**src/rtl/mdio_mgmt_pkg.sv**
```systemverilog
`timescale 1ns/1ps
package mdio_mgmt_pkg;

    localparam int PHY_AW     = 5;
    localparam int REG_AW     = 5;
    localparam int DATA_W     = 16;
    localparam int PREAMBLE_N = 32;
    localparam int FRAME_LEN  = PREAMBLE_N + 2 + 2 + PHY_AW + REG_AW + 2 + DATA_W;
    localparam int TA_POS     = PREAMBLE_N + 2 + 2 + PHY_AW + REG_AW;
    localparam int DATA_POS   = TA_POS + 2;
    localparam int IDX_W      = $clog2(FRAME_LEN);
    localparam int NUM_PHY    = 2 ** PHY_AW;
    localparam int RSVD_W     = 32 - 3 - REG_AW - PHY_AW - DATA_W;

    typedef struct packed {
        logic              go;
        logic              wr;
        logic              ack;
        logic [RSVD_W-1:0] rsvd;
        logic [REG_AW-1:0] regad;
        logic [PHY_AW-1:0] phyad;
        logic [DATA_W-1:0] data;
    } cmd_reg_t;

    typedef enum logic { FS_IDLE, FS_RUN } frm_state_e;

    // Whole frame, first bit on the line in the MSB
    function automatic logic [FRAME_LEN-1:0] build_frame(
        input logic              wr,
        input logic [PHY_AW-1:0] phy,
        input logic [REG_AW-1:0] regad,
        input logic [DATA_W-1:0] data
    );
        logic [1:0]        opc;
        logic [1:0]        ta;
        logic [DATA_W-1:0] pay;
        opc = wr ? 2'b01 : 2'b10;
        ta  = wr ? 2'b10 : 2'b00;
        pay = wr ? data : '0;
        return {{PREAMBLE_N{1'b1}}, 2'b01, opc, phy, regad, ta, pay};
    endfunction

endpackage

```
**src/rtl/mdio_mdc_gen.sv**
```systemverilog
`timescale 1ns/1ps
module mdio_mdc_gen #(
    parameter int DIV_W = 8
) (
    input  logic             clk,
    input  logic             rst,
    input  logic             run,
    input  logic [DIV_W-1:0] half,
    output logic             mdc,
    output logic             rise,
    output logic             fall
);
    localparam logic [DIV_W-1:0] MIN_HALF = DIV_W'(2);

    logic [DIV_W-1:0] cnt;
    logic [DIV_W-1:0] lim;
    logic             tick;

    assign lim  = (half < MIN_HALF) ? MIN_HALF : half;
    assign tick = run && (cnt >= lim - DIV_W'(1));
    assign rise = tick && !mdc;
    assign fall = tick && mdc;

    always_ff @(posedge clk) begin
        if (rst || !run) begin
            cnt <= '0;
            mdc <= 1'b0;
        end else if (tick) begin
            cnt <= '0;
            mdc <= ~mdc;
        end else begin
            cnt <= cnt + DIV_W'(1);
        end
    end
endmodule

```
**src/rtl/mdio_frame_engine.sv**
```systemverilog
`timescale 1ns/1ps
module mdio_frame_engine
    import mdio_mgmt_pkg::*;
(
    input  logic              clk,
    input  logic              rst,
    input  logic              start,
    input  logic              cmd_wr,
    input  logic [PHY_AW-1:0] cmd_phy,
    input  logic [REG_AW-1:0] cmd_reg,
    input  logic [DATA_W-1:0] cmd_data,
    input  logic              mdc_rise,
    input  logic              mdc_fall,
    output logic              run,
    output logic              mdio_out,
    output logic              mdio_oe,
    input  logic              mdio_in,
    output logic              done,
    output logic [DATA_W-1:0] rd_data,
    output logic              rd_ack
);
    localparam logic [IDX_W-1:0] LAST_IDX  = IDX_W'(FRAME_LEN - 1);
    localparam logic [IDX_W-1:0] REL_IDX   = IDX_W'(TA_POS);
    localparam logic [IDX_W-1:0] ACK_IDX   = IDX_W'(TA_POS + 1);
    localparam logic [IDX_W-1:0] FIRST_DAT = IDX_W'(DATA_POS);

    frm_state_e           state;
    logic [IDX_W-1:0]     idx;
    logic [FRAME_LEN-1:0] sr;
    logic                 is_wr;
    logic [DATA_W-1:0]    cap;
    logic                 ack_q;
    logic                 oe_q;

    assign run      = (state == FS_RUN);
    assign done     = run && mdc_fall && (idx == LAST_IDX);
    assign mdio_out = sr[FRAME_LEN-1];
    assign mdio_oe  = oe_q;
    assign rd_data  = cap;
    assign rd_ack   = ack_q;

    always_ff @(posedge clk) begin
        if (rst) begin
            state <= FS_IDLE;
            idx   <= '0;
            sr    <= '0;
            is_wr <= 1'b0;
            cap   <= '0;
            ack_q <= 1'b0;
            oe_q  <= 1'b0;
        end else begin
            case (state)
                FS_IDLE: begin
                    if (start) begin
                        state <= FS_RUN;
                        idx   <= '0;
                        sr    <= build_frame(cmd_wr, cmd_phy, cmd_reg, cmd_data);
                        is_wr <= cmd_wr;
                        cap   <= '0;
                        ack_q <= 1'b0;
                        oe_q  <= 1'b1;
                    end
                end
                FS_RUN: begin
                    if (mdc_rise && !is_wr) begin
                        if (idx == ACK_IDX) begin
                            ack_q <= !mdio_in;
                        end
                        if (idx >= FIRST_DAT) begin
                            cap <= {cap[DATA_W-2:0], mdio_in};
                        end
                    end
                    if (mdc_fall) begin
                        if (idx == LAST_IDX) begin
                            state <= FS_IDLE;
                            idx   <= '0;
                            oe_q  <= 1'b0;
                        end else begin
                            idx <= idx + IDX_W'(1);
                            sr  <= {sr[FRAME_LEN-2:0], 1'b0};
                            if (!is_wr && (idx + IDX_W'(1) == REL_IDX)) begin
                                oe_q <= 1'b0;
                            end
                        end
                    end
                end
                default: state <= FS_IDLE;
            endcase
        end
    end
endmodule

```
**src/rtl/mdio_mgmt_master.sv**
```systemverilog
`timescale 1ns/1ps
module mdio_mgmt_master
    import mdio_mgmt_pkg::*;
#(
    parameter int DIV_W = 8
) (
    input  logic             clk,
    input  logic             rst,
    input  logic [DIV_W-1:0] mdc_half,
    input  logic             reg_wr_en,
    input  logic             reg_sel,
    input  logic [31:0]      reg_wdata,
    output logic [31:0]      reg_rdata,
    output logic             mdc,
    output logic             mdio_out,
    output logic             mdio_oe,
    input  logic             mdio_in
);
    cmd_reg_t           wcmd;
    logic               go_q;
    logic               wr_q;
    logic               ack_q;
    logic [REG_AW-1:0]  regad_q;
    logic [PHY_AW-1:0]  phy_q;
    logic [DATA_W-1:0]  data_q;
    logic [NUM_PHY-1:0] alive_q;

    logic               cmd_take;
    logic               start;
    logic               run;
    logic               mdc_rise;
    logic               mdc_fall;
    logic               frame_done;
    logic [DATA_W-1:0]  rd_data;
    logic               rd_ack;

    assign wcmd     = cmd_reg_t'(reg_wdata);
    assign cmd_take = reg_wr_en && !reg_sel && !go_q;
    assign start    = cmd_take && wcmd.go;

    always_ff @(posedge clk) begin
        if (rst) begin
            go_q    <= 1'b0;
            wr_q    <= 1'b0;
            ack_q   <= 1'b0;
            regad_q <= '0;
            phy_q   <= '0;
            data_q  <= '0;
            alive_q <= '0;
        end else if (cmd_take) begin
            wr_q    <= wcmd.wr;
            regad_q <= wcmd.regad;
            phy_q   <= wcmd.phyad;
            data_q  <= wcmd.data;
            if (wcmd.go) begin
                go_q  <= 1'b1;
                ack_q <= 1'b0;
            end
        end else if (frame_done) begin
            go_q <= 1'b0;
            if (!wr_q) begin
                data_q         <= rd_data;
                ack_q          <= rd_ack;
                alive_q[phy_q] <= rd_ack;
            end
        end
    end

    always_comb begin
        cmd_reg_t rv;
        rv.go    = go_q;
        rv.wr    = wr_q;
        rv.ack   = ack_q;
        rv.rsvd  = '0;
        rv.regad = regad_q;
        rv.phyad = phy_q;
        rv.data  = data_q;
        reg_rdata = reg_sel ? alive_q : rv;
    end

    mdio_mdc_gen #(.DIV_W(DIV_W)) u_mdc (
        .clk  (clk),
        .rst  (rst),
        .run  (run),
        .half (mdc_half),
        .mdc  (mdc),
        .rise (mdc_rise),
        .fall (mdc_fall)
    );

    mdio_frame_engine u_frame (
        .clk      (clk),
        .rst      (rst),
        .start    (start),
        .cmd_wr   (wcmd.wr),
        .cmd_phy  (wcmd.phyad),
        .cmd_reg  (wcmd.regad),
        .cmd_data (wcmd.data),
        .mdc_rise (mdc_rise),
        .mdc_fall (mdc_fall),
        .run      (run),
        .mdio_out (mdio_out),
        .mdio_oe  (mdio_oe),
        .mdio_in  (mdio_in),
        .done     (frame_done),
        .rd_data  (rd_data),
        .rd_ack   (rd_ack)
    );
endmodule

```
**config.mk**
```make
export PLATFORM = sky130hd
export DESIGN_NAME = mdio_mgmt_master
export DESIGN_NICKNAME = d
export VERILOG_FILES = /design/src/rtl/mdio_mgmt_pkg.sv /design/src/rtl/mdio_mdc_gen.sv /design/src/rtl/mdio_frame_engine.sv /design/src/rtl/mdio_mgmt_master.sv
export SDC_FILE = /design/constraint.sdc
export NUM_CORES = 1
export LEC_CHECK = 0
export BUFFER_PORTS_ARGS = -buffer_cell sky130_fd_sc_hd__buf_4
export CORE_AREA = 5 5 130 120
export DETAILED_ROUTE_END_ITERATION = 8
export DIE_AREA = 0 0 135 125
export PLACE_DENSITY = 0.83
export SLEW_MARGIN = 5
export SYNTH_ARGS = -nofsm -noshare
export SYNTH_HDL_FRONTEND = slang
export SYNTH_SLANG_ARGS = --single-unit
```
**constraint.sdc**
```tcl
create_clock -name clk -period 4.8 [get_ports clk]
set_input_delay 0.48 -clock clk [delete_from_list [all_inputs] [get_ports clk]]
set_output_delay 0.48 -clock clk [all_outputs]
set_load 0.05 [all_outputs]
```
==> impl_metrics.sql, run 1 <==
INSERT INTO impl_metrics (metric_group, metric, value, unit) VALUES
('outcome', 'run_status', 'completed', ''),
('routing', 'drt-pass1-iter-count', '6', ''),
('global_routing', 'gr-usage-met1', '32.8', '%'),
('synthesis', 'synth_seq_area_share', '39.6', '%'),
('routing', 'detailroute.via_count', '7197', ''),
('critical_path', 'critical_path.startpoint_type', 'input port', ''),
('synthesis', 'synth_async_sr_flop_share', '0', '%'),
('critical_path', 'cp_data_arrival_time', '4.41', 'ns'),
('flow_run', 'drv.max_cap_violation_count', '0', ''),
('clock_network', 'cts.sink_count', '160', ''),
('die', 'floorplan.io_pins', '80', ''),
('critical_path', 'worstSetupPathType', 'in -> reg', ''),
('final_layout', 'multi_input_comb_area', '0.00446', 'mm2'),
('routing', 'wirelength', '20800', 'um'),
('clock_network', 'clk_path_buf_depth', '2', ''),
('final_layout', 'final_design_area_no_fill', '0.00923', 'mm2'),
('critical_path', 'worstReg2RegStart', 'u_frame.run$_SDFF_PP0_', ''),
('die', 'initial_core_utilization', '56.8', '%'),
('hold_path', 'holdCritStartpoint', 'reg_wdata[22]', ''),
('placement', 'port_bufs', '75', ''),
('clock_network', 'cts_max_level', '4', ''),
('clock_network', 'clock_latency_on_the_worst_skew_pair', '0.43', 'ns'),
('sta', 'finalCriticalPeriod', '4.17', 'ns'),
('synthesis', 'synth_common_cells', '160 x dfxtp_1, 107 x nand2_1, 88 x a211oi_1', ''),
('die', 'die_height', '125', 'um'),
('global_routing', 'grt_pass1_wl', '34300', 'um'),
('routing', 'drtAntennaViolNets', '0', ''),
('power_and_ir_drop', 'netSwitchingPower', '0.725', 'mW'),
('clock_network', 'cts_inserted_buffers', '17', ''),
('hold_path', 'worstHoldPathCells', '3', ''),
('power_and_ir_drop', 'static-leakage-power', '3.31', 'nW'),
('synthesis', 'yosysMostFrequentCell', 'dfxtp_1', ''),
('synthesis', 'synthesis.instances', '930', ''),
('power_and_ir_drop', 'share_of_total_power_in_combinational_logic', '8.3', '%'),
('die', 'core_area', '0.0142', 'mm2'),
('final_layout', 'layout.core_utilization', '64.8', '%'),
('clock_network', 'cts_setup_buffers', '0', ''),
('critical_path', 'rrSetupSlack', '1.37', 'ns'),
('sta', 'finalHoldViolations', '0', ''),
('global_routing', 'grt_use_met3', '5.54', '%'),
('power_and_ir_drop', 'peakVddDrop', '0.276', 'mV'),
('critical_path', 'worstPathRequired', '5.05', 'ns'),
('final_layout', 'share_of_cells_above_drive_strength_1', '18.6', '%'),
('clock_network', 'clk_pin_slew_worst_setup_hold_paths', '0.06', 'ns'),
('final_layout', 'final_cells', '1162', ''),
('power_and_ir_drop', 'cellInternalPower', '2.36', 'mW'),
('sta', 'highest_attainable_clock_frequency', '240', 'MHz'),
('synthesis', 'synth.top_cells.by_area', 'dfxtp_1 40%, a211oi_1 8.2%, nand2_1 5.0%, mux2_2 4.6%, a21oi_1 4.3%', ''),
('routing', 'route.detailed.wl_per_inst', '17.9', 'um'),
('die', 'chip_width', '135', 'um'),
('power_and_ir_drop', 'p_per_area', '334', 'mW/mm2'),
('clock_network', 'holdBufCountCts', '0', ''),
('final_layout', 'diodes', '0', ''),
('routing', 'route.detailed.drc', '0', ''),
('die', 'floorplan.die_area', '0.0169', 'mm2'),
('global_routing', 'met2_usage', '39.2', '%'),
('sta', 'report.final.setup_viol', '0', ''),
('synthesis', 'dominantRegCellSynth', 'dfxtp_1', ''),
('synthesis', 'number_of_flops_mapped_to_enable_cells_by_yosys', '0', ''),
('final_layout', 'layout.area.seq', '0.00320', 'mm2'),
('placement', 'post-dp-hpwl', '13300', 'um'),
('sta', 'finalClockSkew', '0.00863', 'ns'),
('routing', 'routed_via_density', '6.19', ''),
('placement', 'gp_routability_congestion', '0.860', ''),
('sta', 'final_tns_setup', '0', 'ns'),
('sta', 'report.final.slew_viol_count', '0', ''),
('routing', 'detail_route.iter0.violations', '895', ''),
('sta', 'holdWs', '0.315', 'ns'),
('global_routing', 'globalRoute.totalOverflow', '0', ''),
('power_and_ir_drop', 'relative_contribution_of_sequential_cells_to_total_power', '45.2', '%'),
('global_routing', 'grt_pass1_vias', '6908', '');
registers in the layout, summed over array words and instances (netlist names):
register and cells:
wr_q 1, go_q 1, regad_q 5, u_frame.run 1, alive_q 32, u_frame.idx 6
phy_q 5, data_q 16, u_frame.is_wr 1, u_mdc.cnt 8, ack_q 1, u_frame.sr 64
u_frame.mdio_oe 1, u_frame.rd_ack 1, u_frame.rd_data 16, u_mdc.mdc 1
critical path: stages:
cell      delay (ns)
buf_4           0.12
or4_1           0.58
nor3_1          0.26
inv_1           0.06
o21ai_0         0.22
ha_1            0.23
inv_1           0.05
or3_1           0.31
xor2_1          0.16
ha_1            0.28
and4_1          0.36
a31oi_4         0.13
o21ai_2         0.96
a211oi_1        0.19
cells in the final DEF, fill, tap and decap left out, types with 3 or more instances in the layout:
cell	instances
a21oi_1	70
xor2_1	3
a211oi_1	88
or3_1	4
a22oi_1	16
o211ai_1	11
nor3_1	41
and3_1	7
ha_1	12
clkbuf_16	17
mux2_4	10
nand3_1	20
buf_4	88
mux2_2	33
nand4_1	33
nor2b_1	24
mux2i_1	32
dfxtp_1	160
inv_1	8
clkbuf_1	3
xnor2_1	11
o21ai_0	16
bufinv_16	4
and2_1	12
o41ai_1	11
nand2_1	107
o31ai_1	10
nor2_1	57
o21ai_2	3
nand2b_1	8
kinds of logic (layout without fill, tap and decap cells):
kind of cell,count (synthesis),count (layout),synth area share (%)
flip-flops,160,160,39.6
XOR/XNOR,14,14,1.52
buffers and inverters,94,128,5.56
multiplexers,75,75,10.4
AND/OR/NAND/NOR,337,337,21.0
AO/OA/AOI/OAI,238,238,20.0
adder cells (fa/ha/maj),12,12,1.86
final cells by class:
type,instances,area share [%]
clock buffers,22,5.03
clock inverters,9,1.71
inverters,9,0.366
multi-input cells,676,48.3
flip-flops and latches,160,34.7
well taps,198,2.69
repair buffers,88,7.16
power groups by stage:
| stage | Combinational (mW) | Sequential [mW] | Clock [mW] |
|---|---|---|---|
| global route | 0.278 | 1.40 | 1.51 |
| global placement | 0.248 | 1.42 | 0 |
| floorplan | 0.177 | 1.41 | 0 |
| detailed placement | 0.251 | 1.42 | 0 |
| finish | 0.256 | 1.39 | 1.43 |
| CTS | 0.253 | 1.39 | 1.44 |
metal layers:
layer  vias to the layer above  part of all wire, %
li1                       3438                    -
met1                      3418                   44
met2                       289                   47
met3                        52                  6.9
met4                         0                  2.4
met5                         -                    0
how the worst max path moves through the flow:
stage	end	depth (start not counted)
finish	u_frame.sr[15]$_SDFFE_PP0P_	14
CTS	u_frame.sr[15]$_SDFFE_PP0P_	14
floorplan	data_q[10]$_SDFFE_PP0P_	16
global route	u_frame.sr[15]$_SDFFE_PP0P_	14
detailed placement	u_frame.sr[15]$_SDFFE_PP0P_	14
global placement	u_frame.sr[8]$_SDFFE_PP0P_	14
Note: power is estimated with default switching activity, not from simulation.
==> run 2: changes to the inputs <==
--- a/config.mk
+++ b/config.mk
@@ -6,9 +6,9 @@
 export NUM_CORES = 1
 export LEC_CHECK = 0
 export BUFFER_PORTS_ARGS = -buffer_cell sky130_fd_sc_hd__buf_4
-export CORE_AREA = 5 5 130 120
+export CORE_AREA = 5 5 124 126
 export DETAILED_ROUTE_END_ITERATION = 8
-export DIE_AREA = 0 0 135 125
+export DIE_AREA = 0 0 129 131
 export PLACE_DENSITY = 0.83
 export SLEW_MARGIN = 5
 export SYNTH_ARGS = -nofsm -noshare
==> impl_metrics.sql, run 2 (synthesis gave the netlist of run 1 again) <==
INSERT INTO impl_metrics (metric_group, metric, value, unit) VALUES
('die', 'die_height', '131', 'um'),
('final_layout', 'layout.cells.most_common_list', '160 x dfxtp_1, 107 x nand2_1, 89 x buf_4', ''),
('die', 'initial_core_utilization', '56.9', '%'),
('critical_path', 'rrSetupSlack', '1.48', 'ns'),
('power_and_ir_drop', 'total_power', '2.98', 'mW'),
('sta', 'final.period_utilization', '87.5', '%'),
('critical_path', 'worstPathRequired', '5.05', 'ns'),
('critical_path', 'critical_path_peak_fanout', '28', ''),
('critical_path', 'worstPathCellList', 'buf_4 -> or4_1 -> nor3_1 -> inv_1 -> o21ai_0 -> ha_1 -> inv_1 -> or3_1 -> xor2_1 -> ha_1 -> and4_1 -> a31oi_4 -> o21ai_2 -> a211oi_1', ''),
('clock_network', 'cts.sink_count', '160', ''),
('power_and_ir_drop', 'peakVddDrop', '0.317', 'mV'),
('sta', 'timing.final.ws_setup', '0.602', 'ns'),
('clock_network', 'cts_inserted_buffers', '17', ''),
('global_routing', 'global_route.usage.total', '24.9', '%'),
('final_layout', 'reg.largest.list', 'u_frame.sr (64), alive_q (32)', ''),
('die', 'chip_width', '129', 'um'),
('routing', 'detailroute.via_count', '7076', ''),
('sta', 'report.final.slew_viol_count', '0', ''),
('critical_path', 'critPathCaptureType', 'flip-flop', ''),
('die', 'floorplan.rows', '44', ''),
('sta', 'finalClockSkew', '0.00983', 'ns'),
('clock_network', 'post_cts_resized', '0', ''),
('hold_path', 'min-delay-path-class', 'in -> reg', ''),
('die', 'floorplan.io_pins', '80', ''),
('routing', 'dr_wl_met3', '1560', 'um'),
('clock_network', 'clk_pin_slew_worst_setup_hold_paths', '0.06', 'ns'),
('critical_path', 'cp_data_arrival_time', '4.45', 'ns'),
('sta', 'highest_attainable_clock_frequency', '238', 'MHz'),
('clock_network', 'clock_latency_on_the_worst_skew_pair', '0.44', 'ns'),
('routing', 'routed_via_density', '6.15', ''),
('flow_run', 'drv.max_cap_violation_count', '0', ''),
('clock_network', 'clock-root-buffer', 'clkbuf_16', ''),
('sta', 'finalHoldViolations', '0', ''),
('placement', 'post-dp-hpwl', '13400', 'um'),
('critical_path', 'slowest_stage', 'o21ai_2', ''),
('final_layout', 'layout.core_utilization', '64.6', '%'),
('power_and_ir_drop', 'static-leakage-power', '3.29', 'nW'),
('global_routing', 'maximum_number_of_pins_on_one_net_before_global_route_repair', '91', ''),
('final_layout', 'share_of_cells_above_drive_strength_1', '18.8', '%'),
('power_and_ir_drop', 'p_per_area', '325', 'mW/mm2'),
('placement', 'port_bufs', '75', ''),
('placement', 'detailedPlace.worstSlack', '0.243', 'ns'),
('routing', 'wirelength', '20900', 'um'),
('routing', 'route.detailed.wl_per_inst', '18.2', 'um'),
('sta', 'timing_worst_slew_pin_value', '1.25', 'ns'),
('sta', 'final_tns_setup', '0', 'ns'),
('die', 'floorplan.die_area', '0.0169', 'mm2'),
('routing', 'drt-met1-wl', '9360', 'um'),
('final_layout', 'nFillCells', '1162', ''),
('routing', 'detailroute.wirelength.met2', '9580', 'um'),
('routing', 'route.detailed.drc', '0', ''),
('placement', 'gp_routability_congestion', '0.889', ''),
('routing', 'drt-pass1-iter-count', '5', ''),
('final_layout', 'largest_register_ff_count', '64', ''),
('die', 'core_area', '0.0142', 'mm2'),
('critical_path', 'worstSetupPathType', 'in -> reg', ''),
('clock_network', 'clk_path_buf_depth', '2', ''),
('final_layout', 'synth_to_layout_area_growth', '13.5', '%'),
('critical_path', 'critical_path.startpoint_type', 'input port', ''),
('final_layout', 'diodes', '0', ''),
('final_layout', 'finalNetCount', '1010', ''),
('clock_network', 'holdBufCountCts', '0', ''),
('clock_network', 'cts_max_level', '4', ''),
('global_routing', 'grt_pass1_vias', '6580', ''),
('routing', 'drtAntennaViolNets', '0', ''),
('global_routing', 'globalRoute.totalOverflow', '0', ''),
('routing', 'top_layer_used', 'met4', ''),
('final_layout', 'final_common_cell', 'dfxtp_1', ''),
('global_routing', 'grt_antenna_before_repair', '0', ''),
('clock_network', 'cts_setup_buffers', '0', ''),
('sta', 'max_slew_margin', '16.9', '%'),
('critical_path', 'critical-path-max-stage-delay', '0.96', 'ns'),
('routing', 'detail_route.iter0.violations', '823', ''),
('final_layout', 'registers.top_by_ff_count', 'u_frame.sr', ''),
('sta', 'grt_setup_unrepaired', 'false', ''),
('clock_network', 'clock_tree_from_tritoncts', 'done', ''),
('sta', 'finalCriticalPeriod', '4.20', 'ns'),
('sta', 'report.final.setup_viol', '0', ''),
('global_routing', 'grt_pass1_wl', '33800', 'um'),
('outcome', 'run_status', 'completed', '');
==> run 2: cell types whose count changed in the layout (fill, tap and decap cells not counted) <==
cell	previous run	this run
bufinv_16	4	1
buf_4	88	89
clkinv_4	2	3
clkinvlp_4	2	3
clkbuf_8	2	3
inv_6	0	1
inv_8	0	1
clkbuf_1	3	2
==> run 2: through the flow <==
| stage | instance area, um2 | instances | hold slack, ns |
|---|---|---|---|
| after floorplan | 8080 | 930 | 0.426 |
| after global placement | 8590 | 1118 | 0.439 |
| after detailed placement | 8590 | 1118 | 0.446 |
| after CTS | 9170 | 1150 | 0.303 |
| after global routing | 9170 | 1150 | 0.305 |
| final | 9170 | 1150 | 0.305 |
==> run 2: per-layer routing <==
metal	GRT usage, %	up-vias
met1	35.8	3344
met5	0	-
met4	7.35	0
li1	-	3448
met3	6.42	41
met2	37.0	243
==> run 2: worst max-delay path, delay by kind of cell <==
| family | cells | cell delay (ns) |
|---|---|---|
| compound gates | 4 | 1.52 |
| simple gates | 4 | 1.49 |
| fa+ha+maj | 2 | 0.53 |
| buf+inv | 3 | 0.24 |
| xor+xnor | 1 | 0.16 |
==> run 2: worst paths after layout <==
check / start / end / cells after the start
max: mdc_half[4] / u_frame.sr[3]$_SDFFE_PP0P_ / 14
max reg2reg: u_frame.run$_SDFF_PP0_ / u_frame.sr[3]$_SDFFE_PP0P_ / 4
min reg2reg: u_frame.is_wr$_SDFFE_PP0P_ / u_frame.is_wr$_SDFFE_PP0P_ / 2
min: reg_wdata[22] / regad_q[1]$_SDFFE_PP0P_ / 3
==> run 2: final cells by class <==
| type | count | area [um2] | area share (%) |
|---|---|---|---|
| Inverter | 9 | 33.8 | 0.368 |
| Clock inverter | 10 | 104 | 1.13 |
| Timing Repair Buffer | 89 | 668 | 7.28 |
| Multi-Input combinational cell | 676 | 4460 | 48.6 |
| Clock buffer | 22 | 474 | 5.17 |
| Tap cell | 184 | 230 | 2.51 |
| Sequential cell | 160 | 3200 | 34.9 |
==> run 2: power by group <==
part | switching, mW | leakage [nW] | internal [mW] | total (mW)
logic | 0.163 | 1.72 | 0.0964 | 0.259
registers | 0.0267 | 1.30 | 1.36 | 1.39
clock network | 0.568 | 0.275 | 0.761 | 1.33
total | 0.758 | 3.29 | 2.22 | 2.98
==> run 3: changes to the inputs <==
--- a/config.mk
+++ b/config.mk
@@ -9,7 +9,7 @@
 export CORE_AREA = 5 5 124 126
 export DETAILED_ROUTE_END_ITERATION = 8
 export DIE_AREA = 0 0 129 131
-export PLACE_DENSITY = 0.83
+export PLACE_DENSITY = 0.78
 export SLEW_MARGIN = 5
 export SYNTH_ARGS = -nofsm -noshare
 export SYNTH_HDL_FRONTEND = slang
==> impl_metrics.sql, run 3 (synthesis gave the netlist of run 1 again) <==
INSERT INTO impl_metrics (metric_group, metric, value, unit) VALUES
('outcome', 'run_status', 'completed', ''),
('power_and_ir_drop', 'peakVddDrop', '0.266', 'mV'),
('critical_path', 'critical_path.startpoint_type', 'input port', ''),
('final_layout', 'registers.top_by_ff_count', 'u_frame.sr', ''),
('global_routing', 'grt_antenna_before_repair', '1', ''),
('critical_path', 'r2r_cells', '7', ''),
('global_routing', 'global_route.usage.total', '24.6', '%'),
('power_and_ir_drop', 'clock_power_share', '44.3', '%'),
('clock_network', 'clk_pin_slew_worst_setup_hold_paths', '0.06', 'ns'),
('final_layout', 'layout.core_utilization', '64.7', '%'),
('sta', 'timing_worst_slew_pin_value', '1.09', 'ns'),
('die', 'chip_width', '129', 'um'),
('final_layout', 'share_of_cells_above_drive_strength_1', '19.1', '%'),
('critical_path', 'worstReg2RegStart', 'u_frame.idx[0]$_SDFFE_PP0P_', ''),
('critical_path', 'critPathCaptureType', 'flip-flop', ''),
('routing', 'detail_route.iter0.violations', '731', ''),
('power_and_ir_drop', 'power.share.switching', '26.0', '%'),
('critical_path', 'worstPathCellList', 'buf_4 -> or4_1 -> nor3_1 -> inv_1 -> o21ai_0 -> ha_1 -> inv_1 -> or3_1 -> xor2_1 -> ha_1 -> and4_1 -> a31oi_4 -> buf_4 -> nor4_1 -> a211oi_1', ''),
('flow_run', 'drv.max_cap_violation_count', '0', ''),
('final_layout', 'layout.cells.most_common_list', '160 x dfxtp_1, 107 x nand2_1, 90 x buf_4', ''),
('final_layout', 'synth_to_layout_area_growth', '13.7', '%'),
('clock_network', 'clock_tree_from_tritoncts', 'done', ''),
('sta', 'final_tns_setup', '0', 'ns'),
('power_and_ir_drop', 'static-leakage-power', '3.30', 'nW'),
('final_layout', 'largest_register_ff_count', '64', ''),
('clock_network', 'clock-root-buffer', 'clkbuf_16', ''),
('sta', 'max_slew_margin', '27.0', '%'),
('final_layout', 'reg.largest.list', 'u_frame.sr (64), alive_q (32)', ''),
('critical_path', 'slowest_stage', 'or4_1', ''),
('final_layout', 'nFillCells', '1205', ''),
('clock_network', 'cts.sink_count', '160', ''),
('placement', 'dpl_cell_area', '0.00862', 'mm2'),
('power_and_ir_drop', 'cellInternalPower', '2.19', 'mW'),
('die', 'floorplan.die_area', '0.0169', 'mm2'),
('placement', 'port_bufs', '75', ''),
('sta', 'report.final.setup_viol', '0', ''),
('die', 'die_height', '131', 'um'),
('sta', 'finalCriticalPeriod', '3.84', 'ns'),
('clock_network', 'cts_max_level', '4', ''),
('clock_network', 'cts_setup_buffers', '0', ''),
('power_and_ir_drop', 'p_per_area', '322', 'mW/mm2'),
('hold_path', 'holdCritStartpoint', 'reg_wdata[17]', ''),
('global_routing', 'globalRoute.totalOverflow', '0', ''),
('sta', 'report.final.slew_viol_count', '0', ''),
('critical_path', 'crit_family', 'simple AND/OR/NAND/NOR gates', ''),
('die', 'floorplan.io_pins', '80', ''),
('clock_network', 'post_cts_resized', '0', ''),
('routing', 'detailroute.via_count', '7151', ''),
('sta', 'highest_attainable_clock_frequency', '260', 'MHz'),
('critical_path', 'critical-path-max-stage-delay', '0.56', 'ns'),
('clock_network', 'clock_latency_on_the_worst_skew_pair', '0.44', 'ns'),
('global_routing', 'grt_pass1_vias', '6536', ''),
('power_and_ir_drop', 'relative_contribution_of_sequential_cells_to_total_power', '46.9', '%'),
('die', 'core_area', '0.0142', 'mm2'),
('final_layout', 'final_design_area_no_fill', '0.00919', 'mm2'),
('hold_path', 'worstHoldPathCells', '3', ''),
('critical_path', 'r2r-end', 'u_frame.sr[29]$_SDFFE_PP0P_', ''),
('sta', 'finalHoldViolations', '0', ''),
('critical_path', 'critical_path_peak_fanout', '25', ''),
('critical_path', 'worstPathRequired', '5.13', 'ns'),
('routing', 'drtAntennaViolNets', '0', ''),
('critical_path', 'rrSetupSlack', '2.12', 'ns'),
('die', 'floorplan.rows', '44', ''),
('final_layout', 'diodes', '0', ''),
('routing', 'drt-pass1-iter-count', '5', ''),
('routing', 'wirelength', '21000', 'um'),
('placement', 'gp_routability_congestion', '0.866', ''),
('critical_path', 'cp_data_arrival_time', '4.18', 'ns'),
('hold_path', 'min-delay-path-class', 'in -> reg', ''),
('routing', 'route.detailed.drc', '0', ''),
('final_layout', 'finalNetCount', '1012', ''),
('sta', 'final.period_utilization', '80.1', '%'),
('final_layout', 'final_common_cell', 'dfxtp_1', ''),
('clock_network', 'cts_inserted_buffers', '17', ''),
('critical_path', 'worstSetupPathType', 'in -> reg', ''),
('critical_path', 'critical_path.n_buffers_inverters', '4', ''),
('power_and_ir_drop', 'share_of_total_power_in_combinational_logic', '8.8', '%'),
('global_routing', 'maximum_number_of_pins_on_one_net_before_global_route_repair', '82', ''),
('global_routing', 'grt_pass1_wl', '33600', 'um'),
('routing', 'route.detailed.wl_per_inst', '18.2', 'um'),
('placement', 'post-dp-hpwl', '13300', 'um'),
('clock_network', 'clk_path_buf_depth', '2', ''),
('die', 'initial_core_utilization', '56.9', '%'),
('sta', 'grt_setup_unrepaired', 'false', ''),
('hold_path', 'hold-path-endpoint', 'phy_q[1]$_SDFFE_PP0P_', ''),
('routing', 'routed_via_density', '6.21', ''),
('clock_network', 'holdBufCountCts', '0', ''),
('sta', 'finalClockSkew', '0.00921', 'ns'),
('power_and_ir_drop', 'netSwitchingPower', '0.770', 'mW');
[run 3: cell types whose count changed in the layout (fill, tap and decap cells not counted)]
cell / delta
clkinvlp_4: +2
buf_12: +1
clkbuf_8: -2
inv_6: +2
clkbuf_1: -2
clkinv_4: -1
buf_4: +1
[run 3: final cells by class]
| type | instances | area (um2) | share of cell area [%] |
|---|---|---|---|
| multi-input cells | 676 | 4460 | 48.5 |
| flip-flops and latches | 160 | 3200 | 34.9 |
| repair buffers | 91 | 696 | 7.57 |
| clock buffers | 18 | 439 | 4.78 |
| well taps | 184 | 230 | 2.51 |
| clock inverters | 13 | 128 | 1.39 |
| inverters | 9 | 33.8 | 0.368 |
[run 3: worst max path at each step]
stage,from,endpoint,slack [ns],cells past startpoint
4_1_cts,mdc_half[4],u_frame.sr[30]$_SDFFE_PP0P_,0.95,15
5_1_grt,mdc_half[4],u_frame.sr[35]$_SDFFE_PP0P_,0.63,15
6_report,mdc_half[4],u_frame.sr[30]$_SDFFE_PP0P_,0.96,15
2_1_floorplan,mdc_half[4],data_q[10]$_SDFFE_PP0P_,0.89,16
3_3_place_gp,mdc_half[4],data_q[4]$_SDFFE_PP0P_,0.55,16
3_5_place_dp,mdc_half[4],data_q[5]$_SDFFE_PP0P_,0.56,16
[run 3: through the flow]
step	hold WS (ns)	std cells	setup WS (ns)	power [mW]
after global placement	0.439	1120	0.545	1.67
after floorplan	0.426	930	0.894	1.59
final	0.307	1151	0.956	2.96
after global routing	0.313	1151	0.627	3.06
after CTS	0.301	1151	0.950	2.97
after detailed placement	0.445	1120	0.556	1.67
[run 3: metal layers]
metal  share of wire [%]  track usage, %  up-vias
met1                  46            35.3     3398
met4                0.95            5.99        2
met2                  46            37.6      272
met5               0.062               0        -
li1                    -               -     3453
met3                 6.6            5.77       26
[run 3: tightest hold or removal path, stage by stage]
cell and delay [ns]:
buf_4 0.12, nand2_1 0.05, a21oi_1 0.05
[run 3: power groups by stage]
stage	combinational (mW)	clock [mW]	sequential [mW]
after floorplan	0.177	0	1.41
after global placement	0.254	0	1.42
after detailed placement	0.256	0	1.42
after CTS	0.259	1.32	1.39
after global routing	0.283	1.38	1.39
final	0.261	1.31	1.39
